[src/rtl/fatm_pkg.sv]
package fatm_pkg;

  // width of the bit vector entering level j (1-based) of a K-level tree
  function automatic int lvl_width(input int k, input int j);
    return (1 << (k - j + 1)) - 1;
  endfunction

  // start position of level j inside the flat tree bus
  function automatic int lvl_offset(input int k, input int j);
    return (1 << (k + 1)) - (1 << (k - j + 2)) - (j - 1);
  endfunction

  // total number of bits carried between all levels
  function automatic int tree_bits(input int k);
    return lvl_offset(k, k + 1);
  endfunction

  // lowest count regarded as a strong 1 vote: ceil(3n/4)
  function automatic int hi_bound(input int n);
    return (3 * n + 3) / 4;
  endfunction

  // highest count regarded as a strong 0 vote: floor(n/4)
  function automatic int lo_bound(input int n);
    return n / 4;
  endfunction

endpackage

[src/rtl/fatm_full_adder.sv]
module fatm_full_adder (
  input  logic x,
  input  logic y,
  input  logic cin,
  output logic s,
  output logic cout
);

  logic prop;
  logic gen;
  logic pass;

  // two XOR, two AND, one OR
  assign prop = x ^ y;
  assign s    = prop ^ cin;
  assign gen  = x & y;
  assign pass = prop & cin;
  assign cout = gen | pass;

  always_comb begin
    AST_FA_ARITH: assert ({1'b0, cout, s} == {2'b00, x} + {2'b00, y} + {2'b00, cin});
  end

endmodule

[src/rtl/fatm_chain_level.sv]
module fatm_chain_level #(
  parameter int W = 7
) (
  input  logic [W-1:0]          bits_i,
  output logic                  sum_o,
  output logic [(W-1)/2-1:0]    carry_o
);

  localparam int NC = (W - 1) / 2;

  logic [NC:0] acc;

  assign acc[0] = bits_i[0];

  for (genvar i = 0; i < NC; i++) begin : g_fa
    fatm_full_adder u_fa (
      .x    (bits_i[2*i+1]),
      .y    (bits_i[2*i+2]),
      .cin  (acc[i]),
      .s    (acc[i+1]),
      .cout (carry_o[i])
    );
  end

  assign sum_o = acc[NC];

  always_comb begin
    AST_LVL_WEIGHT: assert ($countones(bits_i) == 2 * $countones(carry_o) + int'(sum_o));
  end

endmodule

[src/rtl/fatm_supermaj_flag.sv]
module fatm_supermaj_flag #(
  parameter int K = 6
) (
  input  logic [K-1:0] count_i,
  output logic         flag_o
);

  import fatm_pkg::*;

  localparam int N  = (1 << K) - 1;
  localparam int HI = hi_bound(N);
  localparam int LO = lo_bound(N);
  localparam logic [K-1:0] HI_C = HI[K-1:0];
  localparam logic [K-1:0] LO_C = LO[K-1:0];

  assign flag_o = (count_i >= HI_C) || (count_i <= LO_C);

endmodule

[src/rtl/fa_tree_majority.sv]
module fa_tree_majority #(
  parameter int K_LEVELS = 6,
  parameter bit REG_OUT  = 1'b1
) (
  input  logic                       clk,
  input  logic                       rst,
  input  logic                       in_valid,
  input  logic [(1<<K_LEVELS)-2:0]   data_i,
  output logic                       out_valid,
  output logic [K_LEVELS-1:0]        count_o,
  output logic                       majority_o,
  output logic                       supermaj_o
);

  import fatm_pkg::*;

  localparam int N   = (1 << K_LEVELS) - 1;
  localparam int TOT = tree_bits(K_LEVELS);
  localparam int HI  = hi_bound(N);
  localparam int LO  = lo_bound(N);

  // all level inputs side by side: level 1 is data_i, level j+1 is level j carries
  logic [TOT-1:0]      tree;
  logic [K_LEVELS-1:0] cnt;
  logic                flag;

  assign tree[lvl_width(K_LEVELS, 1)-1:0] = data_i;

  for (genvar j = 1; j < K_LEVELS; j++) begin : g_lvl
    localparam int WJ  = lvl_width(K_LEVELS, j);
    localparam int OJ  = lvl_offset(K_LEVELS, j);
    localparam int ONX = lvl_offset(K_LEVELS, j + 1);
    localparam int WNX = lvl_width(K_LEVELS, j + 1);

    fatm_chain_level #(.W(WJ)) u_lvl (
      .bits_i  (tree[OJ +: WJ]),
      .sum_o   (cnt[j-1]),
      .carry_o (tree[ONX +: WNX])
    );
  end

  // the last level holds a single weight 2^(K-1) bit: it is the top count bit
  assign cnt[K_LEVELS-1] = tree[lvl_offset(K_LEVELS, K_LEVELS)];

  fatm_supermaj_flag #(.K(K_LEVELS)) u_flag (
    .count_i (cnt),
    .flag_o  (flag)
  );

  if (REG_OUT) begin : g_reg
    always_ff @(posedge clk) begin
      if (rst) begin
        out_valid  <= 1'b0;
        count_o    <= '0;
        majority_o <= 1'b0;
        supermaj_o <= 1'b0;
      end else begin
        out_valid <= in_valid;
        if (in_valid) begin
          count_o    <= cnt;
          majority_o <= cnt[K_LEVELS-1];
          supermaj_o <= flag;
        end
      end
    end

    AST_VALID_NEXT: assert property (@(posedge clk) disable iff (rst)
      in_valid |=> out_valid);
    AST_HOLD_IDLE: assert property (@(posedge clk) disable iff (rst)
      !in_valid |=> (!out_valid && $stable(count_o) && $stable(majority_o) && $stable(supermaj_o)));
    AST_COUNT_MATCH: assert property (@(posedge clk) disable iff (rst)
      in_valid |=> (int'(count_o) == $past($countones(data_i))));
    AST_STRONG_ONE: assert property (@(posedge clk) disable iff (rst)
      (in_valid && $countones(data_i) >= HI) |=> (majority_o && supermaj_o));
    AST_STRONG_ZERO: assert property (@(posedge clk) disable iff (rst)
      (in_valid && $countones(data_i) <= LO) |=> (!majority_o && supermaj_o));
  end else begin : g_comb
    assign out_valid  = in_valid;
    assign count_o    = cnt;
    assign majority_o = cnt[K_LEVELS-1];
    assign supermaj_o = flag;

    always_comb begin
      AST_COMB_MAJ: assert (majority_o == ($countones(data_i) >= (N + 1) / 2));
    end
  end

endmodule

[config.mk]
export PLATFORM = sky130hd
export DESIGN_NAME = fa_tree_majority
export DESIGN_NICKNAME = d
export VERILOG_FILES = /design/src/rtl/fatm_pkg.sv /design/src/rtl/fatm_full_adder.sv /design/src/rtl/fatm_chain_level.sv /design/src/rtl/fatm_supermaj_flag.sv /design/src/rtl/fa_tree_majority.sv
export SDC_FILE = /design/constraint.sdc
export NUM_CORES = 1
export LEC_CHECK = 0
export ABC_AREA = 1
export BUFFER_PORTS_ARGS = -buffer_cell sky130_fd_sc_hd__clkbuf_2
export CORE_MARGIN = 2
export CORE_UTILIZATION = 41
export CTS_BUF_LIST = sky130_fd_sc_hd__clkbuf_4 sky130_fd_sc_hd__clkbuf_8 sky130_fd_sc_hd__clkbuf_16
export CTS_CLUSTER_SIZE = 8
export DETAILED_ROUTE_END_ITERATION = 16
export GPL_ROUTABILITY_DRIVEN = 0
export PLACE_DENSITY = 0.73
export SLEW_MARGIN = 20
export SYNTH_ARGS = -nofsm -noshare
export SYNTH_HDL_FRONTEND = slang
export SYNTH_HIERARCHICAL = 1
export SYNTH_SLANG_ARGS = --single-unit
export TNS_END_PERCENT = 50
[constraint.sdc]
create_clock -name clk -period 21.2 [get_ports clk]
set_input_delay 3.18 -clock clk [delete_from_list [all_inputs] [get_ports clk]]
set_output_delay 3.18 -clock clk [all_outputs]
set_load 0.005 [all_outputs]
==> load_flow_metrics.sql, run 1 <==
INSERT INTO impl_metrics (metric_group, metric, value, unit) VALUES
('run', 'maxCapViolations', '0', ''),
('die', 'num_rows', '21', ''),
('sta', 'worst_pin_slew', '271', 'ps'),
('yosys', 'syn_avg_cell_area', '13.5', 'µm²'),
('sta', 'rsz0062_at_grt', 'no', ''),
('sta', 'timing.clock.skew', '0', 'ps'),
('sta', 'final_max_slew_viol_count', '0', ''),
('cts', 'cts-root-buf', 'clkbuf_4', ''),
('global_route', 'grt_antenna_before_repair', '0', ''),
('route', 'post_drt_wl_per_cell', '9.93', 'µm'),
('yosys', 'synth.top_cells.by_area', 'fa_1 (77%), dfxtp_1 (11%), nand2_1 (4.3%)', ''),
('cts', 'cts_hold_buffers_added', '0', ''),
('critical_path', 'crit-reg2reg-launch', 'count_o[2]', ''),
('critical_path', 'cp_num_cells', '43', ''),
('yosys', 'synthAdderAreaFrac', '0.770', ''),
('critical_path', 'crit_path_end_kind', 'register', ''),
('layout', 'layout-drive-gt1-share', '0.416', ''),
('yosys', 'synth.ff_latch_count', '8', ''),
('placement', 'placement.cell_area', '1890', 'µm²'),
('layout', 'antenna_cells_inserted', '0', ''),
('global_route', 'grt.total_usage', '0.138', ''),
('route', 'drt_iter0_drcs', '11', ''),
('route', 'number_of_remaining_drc_errors', '0', ''),
('sta', 'min_period_over_period', '0.940', ''),
('cts', 'clock_path_buffers', '2', ''),
('layout', 'finish.utilization', '0.560', ''),
('critical_path', 'worstPathArrival', '20080', 'ps'),
('sta', 'max-slew-margin-rel', '0.820', ''),
('critical_path', 'timing.setup.critical_path_class', 'primary input to register', ''),
('critical_path', 'critPathSlowestCell', 'fa_1', ''),
('yosys', 'yosysTopAreaCell', 'fa_1', ''),
('critical_path', 'crit_required', '21340', 'ps'),
('global_route', 'grt_start_max_net_pins', '16', ''),
('die', 'die_area', '4110', 'µm²'),
('layout', 'area_delta_synth_final', '29.1', '%'),
('yosys', 'syn_area', '1480', 'µm²'),
('die', 'fp.coreArea', '3420', 'µm²'),
('critical_path', 'max_stage_delay', '590', 'ps'),
('layout', 'fill_cells', '302', ''),
('route', 'routed_antenna_nets', '0', ''),
('critical_path', 'crit_top_cell', 'fa_1', ''),
('die', 'fp.dieW', '64.1', 'µm'),
('critical_path', 'critical_path_peak_fanout', '3', ''),
('global_route', 'first_global_vias', '1212', ''),
('sta', 'fin_worst_hold_slack', '467', 'ps'),
('cts', 'cts_setup_buffers', '0', ''),
('yosys', 'synth-warning-count', '6', ''),
('cts', 'cts_num_sinks', '8', ''),
('yosys', 'synthDistinctLibCells', '7', ''),
('route', 'detail_route.wirelength', '2290', 'µm'),
('critical_path', 'timing.reg2reg.worst_path_depth', '2', ''),
('yosys', 'synthesis.instances', '110', ''),
('layout', 'fin_area', '1910', 'µm²'),
('global_route', 'global_route_wire_length_before_repair', '4610', 'µm'),
('die', 'dieHeight', '64.1', 'µm'),
('sta', 'finalHoldViolCount', '0', ''),
('min_path', 'timing.hold.worst.start', 'supermaj_o', ''),
('cts', 'cts-htree-levels', '1', ''),
('yosys', 'postSynthNetCount', '233', ''),
('cts', 'worst_skew_pair.late_latency', '250', 'ps'),
('yosys', 'muxShareOfSynthArea', '0', ''),
('route', 'avgViaCountPerCell', '4.38', ''),
('run_status', 'status', 'finished, final reports clean', ''),
('cts', 'numCtsBuffers', '3', ''),
('sta', 'finalSetupViolCount', '0', ''),
('critical_path', 'cp.buffers_inverters', '3', ''),
('yosys', 'post_synth_xor_area_fraction', '0', ''),
('min_path', 'timing.hold.worst_path_depth', '2', ''),
('die', 'floorplan.initialDensity', '0.434', ''),
('cts', 'cts_resized', '0', ''),
('yosys', 'synth_area_in_compound_gates', '0', '');
[routing by layer]
layer  part of all wire  vias to the layer above  global-route usage
met5                  0                        -                   0
met4                  0                        0             0.00798
met2               0.53                       53               0.262
met1               0.34                      490               0.163
met3               0.13                        0              0.0387
li1                   -                      469                   -
[kinds of logic after synthesis]
group | Yosys count
adder cells (fa/ha/maj) | 57
AND/OR/NAND/NOR | 32
buffers and inverters | 13
flip-flops | 8
[layout by cell type (no fill, tap or decap), drive strengths merged]
cell    instances
nand2          17
fa             57
dfxtp           8
clkbuf         77
inv            11
nor2           15
[registers in the layout, summed over array words and instances, names as in the netlist]
| signal | flops |
|---|---|
| supermaj_o | 1 |
| out_valid | 1 |
| count_o | 6 |
[per-stage QoR]
stage | worst slack [ps] | instances
after floorplan | 1470 | 110
after global placement | 1060 | 228
after detailed placement | 884 | 228
after CTS | 1150 | 231
after global routing | 694 | 231
final | 1270 | 231
[worst min-delay path: stages, from the launching register on]
cell	delay [ps]
dfxtp_1	300
nor2_1	80
nor2_1	50
[worst paths after layout]
check / slack [ps] / endpoint
worst max-delay path: 1270 / supermaj_o
worst min-delay path: 470 / supermaj_o
worst max register to register: 20630 / count_o[2]
worst min register to register: 470 / supermaj_o
[cell usage after synthesis]
library cell and count:
fa_1 57, buf_4 1, nor2_1 15, dfxtp_1 8, nand2_1 17, inv_1 11, buf_6 1
[area by class of cell]
cell class              count  area [µm²]  share of cell area
well taps                  46        57.6              0.0301
repair buffers             74         370               0.194
flip-flops and latches      8         160              0.0837
inverters                  11        41.3              0.0216
multi-input cells          89        1260               0.659
clock buffers               3        22.5              0.0118
Power of run 1 is not shown: default switching activity piles up to over one toggle a cycle in this logic, so the estimate is an artifact.
==> run 2, diff against run 1 <==
==> constraint.sdc (replaced) <==
create_clock -name clk -period 21.2 [get_ports clk]
set_input_delay 5.3 -clock clk [delete_from_list [all_inputs] [get_ports clk]]
set_output_delay 5.3 -clock clk [all_outputs]
set_load 0.005 [all_outputs]
==> run 2 against run 1 <==
Against the previous run:
- the flow now finishes with violations (setup timing)
- critical path depth stayed put
- core utilization is 0.48 points higher
- fmax is 8.1% lower
- final cell count stayed put
- count of clock-buffer cells in the layout stayed put
- clock skew stayed put
- via count is 0.40% lower
- register-to-register slack hardly changed
- largest cell class unchanged
- highest routed layer is now met4
==> load_flow_metrics.sql, run 2 (synthesis gave the netlist of run 1 again) <==
INSERT INTO impl_metrics (metric_group, metric, value, unit) VALUES
('cts', 'tritoncts_clock_tree', 'yes', ''),
('critical_path', 'max_stage_delay', '540', 'ps'),
('cts', 'worst_setup_hold_path_clk_slew', '50', 'ps'),
('global_route', 'grt.overflow.total', '0', ''),
('cts', 'cts-root-buf', 'clkbuf_4', ''),
('cts', 'cts_setup_buffers', '0', ''),
('global_route', 'global_route_wire_length_before_repair', '4600', 'µm'),
('layout', 'antenna_cells_inserted', '0', ''),
('min_path', 'min_path_type', 'register to register', ''),
('die', 'num_rows', '21', ''),
('cts', 'cts_num_sinks', '8', ''),
('die', 'fp.dieW', '64.1', 'µm'),
('sta', 'max-slew-margin-rel', '0.824', ''),
('critical_path', 'timing.setup.critical_path_class', 'primary input to register', ''),
('global_route', 'grt_antenna_before_repair', '0', ''),
('route', 'detail_route.wirelength', '2250', 'µm'),
('sta', 'worst_pin_slew', '264', 'ps'),
('run', 'maxCapViolations', '0', ''),
('sta', 'timing.clock.skew', '0', 'ps'),
('route', 'avgViaCountPerCell', '4.36', ''),
('route', 'drt_iter0_drcs', '20', ''),
('sta', 'timing.final.crit_period', '21680', 'ps'),
('sta', 'finalHoldViolCount', '0', ''),
('layout', 'finish.utilization', '0.565', ''),
('route', 'detailroute.via_count', '1008', ''),
('global_route', 'grt.total_usage', '0.139', ''),
('layout', 'register_with_the_highest_flop_count', 'count_o', ''),
('layout', 'ff_latch_area', '160', 'µm²'),
('sta', 'final_max_slew_viol_count', '0', ''),
('critical_path', 'crit_path_end_kind', 'register', ''),
('global_route', 'grt_start_max_net_pins', '16', ''),
('cts', 'worst_skew_pair.late_latency', '260', 'ps'),
('critical_path', 'worstPathArrival', '21830', 'ps'),
('critical_path', 'critPathLaunchType', 'primary input', ''),
('die', 'fp.coreArea', '3420', 'µm²'),
('sta', 'clock.fmax', '46.1', 'MHz'),
('critical_path', 'critical_path_peak_fanout', '3', ''),
('run_status', 'violations', 'setup timing', ''),
('critical_path', 'crit_top_cell', 'fa_1', ''),
('route', 'post_drt_wl_per_cell', '9.74', 'µm'),
('cts', 'cts-htree-levels', '1', ''),
('die', 'floorplan.initialDensity', '0.434', ''),
('layout', 'area_delta_synth_final', '30.2', '%'),
('cts', 'clock_path_buffers', '2', ''),
('die', 'dieHeight', '64.1', 'µm'),
('critical_path', 'crit_required', '21350', 'ps'),
('layout', 'largestRegisters', 'count_o x6, out_valid x1, supermaj_o x1', ''),
('placement', 'dp_hpwl', '2330', 'µm'),
('cts', 'numCtsBuffers', '3', ''),
('route', 'dr.pass1.iters', '2', ''),
('sta', 'post-route-worst-setup-slack', '-483', 'ps'),
('layout', 'fill_cells', '315', ''),
('sta', 'rsz0062_at_grt', 'yes', ''),
('run_status', 'status', 'finished with violations', ''),
('route', 'routed_antenna_nets', '0', ''),
('die', 'num_io_pins', '75', ''),
('sta', 'min_period_over_period', '1.02', ''),
('route', 'number_of_remaining_drc_errors', '0', ''),
('layout', 'largest_register_ffs', '6', ''),
('layout', 'multi_input_comb_area', '1270', 'µm²'),
('global_route', 'first_global_vias', '1203', ''),
('placement', 'portBuffers', '74', ''),
('layout', 'final_common_cell', 'clkbuf_2', ''),
('critical_path', 'critPathSlowestCell', 'fa_1', ''),
('layout', 'final_net_count', '310', ''),
('sta', 'finalSetupViolCount', '3', ''),
('die', 'die_area', '4110', 'µm²'),
('layout', 'commonest_non_fill_non_tap_cells_in_the_layout', 'clkbuf_2 (73), fa_1 (53), nand2_1 (17)', ''),
('layout', 'layout-drive-gt1-share', '0.438', '');
==> run 2: changes by cell type in the layout (fill, tap and decap cells not counted), sizes merged <==
cell,before,now
clkbuf,77,76
buf,0,1
==> run 2: cell type report <==
cell class,count,share of cell area
clock buffers,3,0.0117
inverters,11,0.0214
multi-input cells,89,0.659
flip-flops and latches,8,0.0830
well taps,46,0.0298
repair buffers,74,0.195
==> run 2: through the flow <==
step | setup slack [ps] | hold WS [ps] | area, µm² | TNS [ps] | std cells
5_1_grt | -955 | 493 | 1930 | -2970 | 231
2_1_floorplan | -380 | 466 | 1490 | -789 | 110
6_report | -483 | 469 | 1930 | -1110 | 231
3_3_place_gp | -731 | 461 | 1900 | -2100 | 228
3_5_place_dp | -843 | 466 | 1900 | -2510 | 228
4_1_cts | -590 | 473 | 1920 | -1500 | 231
==> run 2: worst paths after layout <==
check,start,to,slack [ps],depth (start not counted)
setup / recovery,data_i[2],supermaj_o,-480,43
hold / removal,count_o[4],count_o[4],470,2
setup reg to reg,count_o[2],count_o[2],20630,2
hold reg to reg,count_o[4],count_o[4],470,2
==> run 2: what timing repair did <==
| action | in CTS | in global routing |
|---|---|---|
| gates resized for setup | 0 | 1 |
| setup endpoints to repair | 4 | 5 |
| pin swaps | 0 | 1 |
| hold buffers | 0 | 0 |
==> run 2: critical path, delay by kind of cell <==
| family | cells | cell delay [ps] |
|---|---|---|
| and+or+nand+nor | 5 | 220 |
| buffers and inverters | 3 | 180 |
| adders and majority gates | 35 | 16100 |
==> run 2: metal layers <==
| metal | part of all wire | vias to the layer above | global-route usage |
|---|---|---|---|
| li1 | - | 469 | - |
| met1 | 0.41 | 487 | 0.191 |
| met2 | 0.48 | 50 | 0.241 |
| met3 | 0.10 | 2 | 0.0229 |
| met4 | 0.0049 | 0 | 0.0160 |
| met5 | 0 | - | 0 |
Power of run 2 is left out for the same reason.
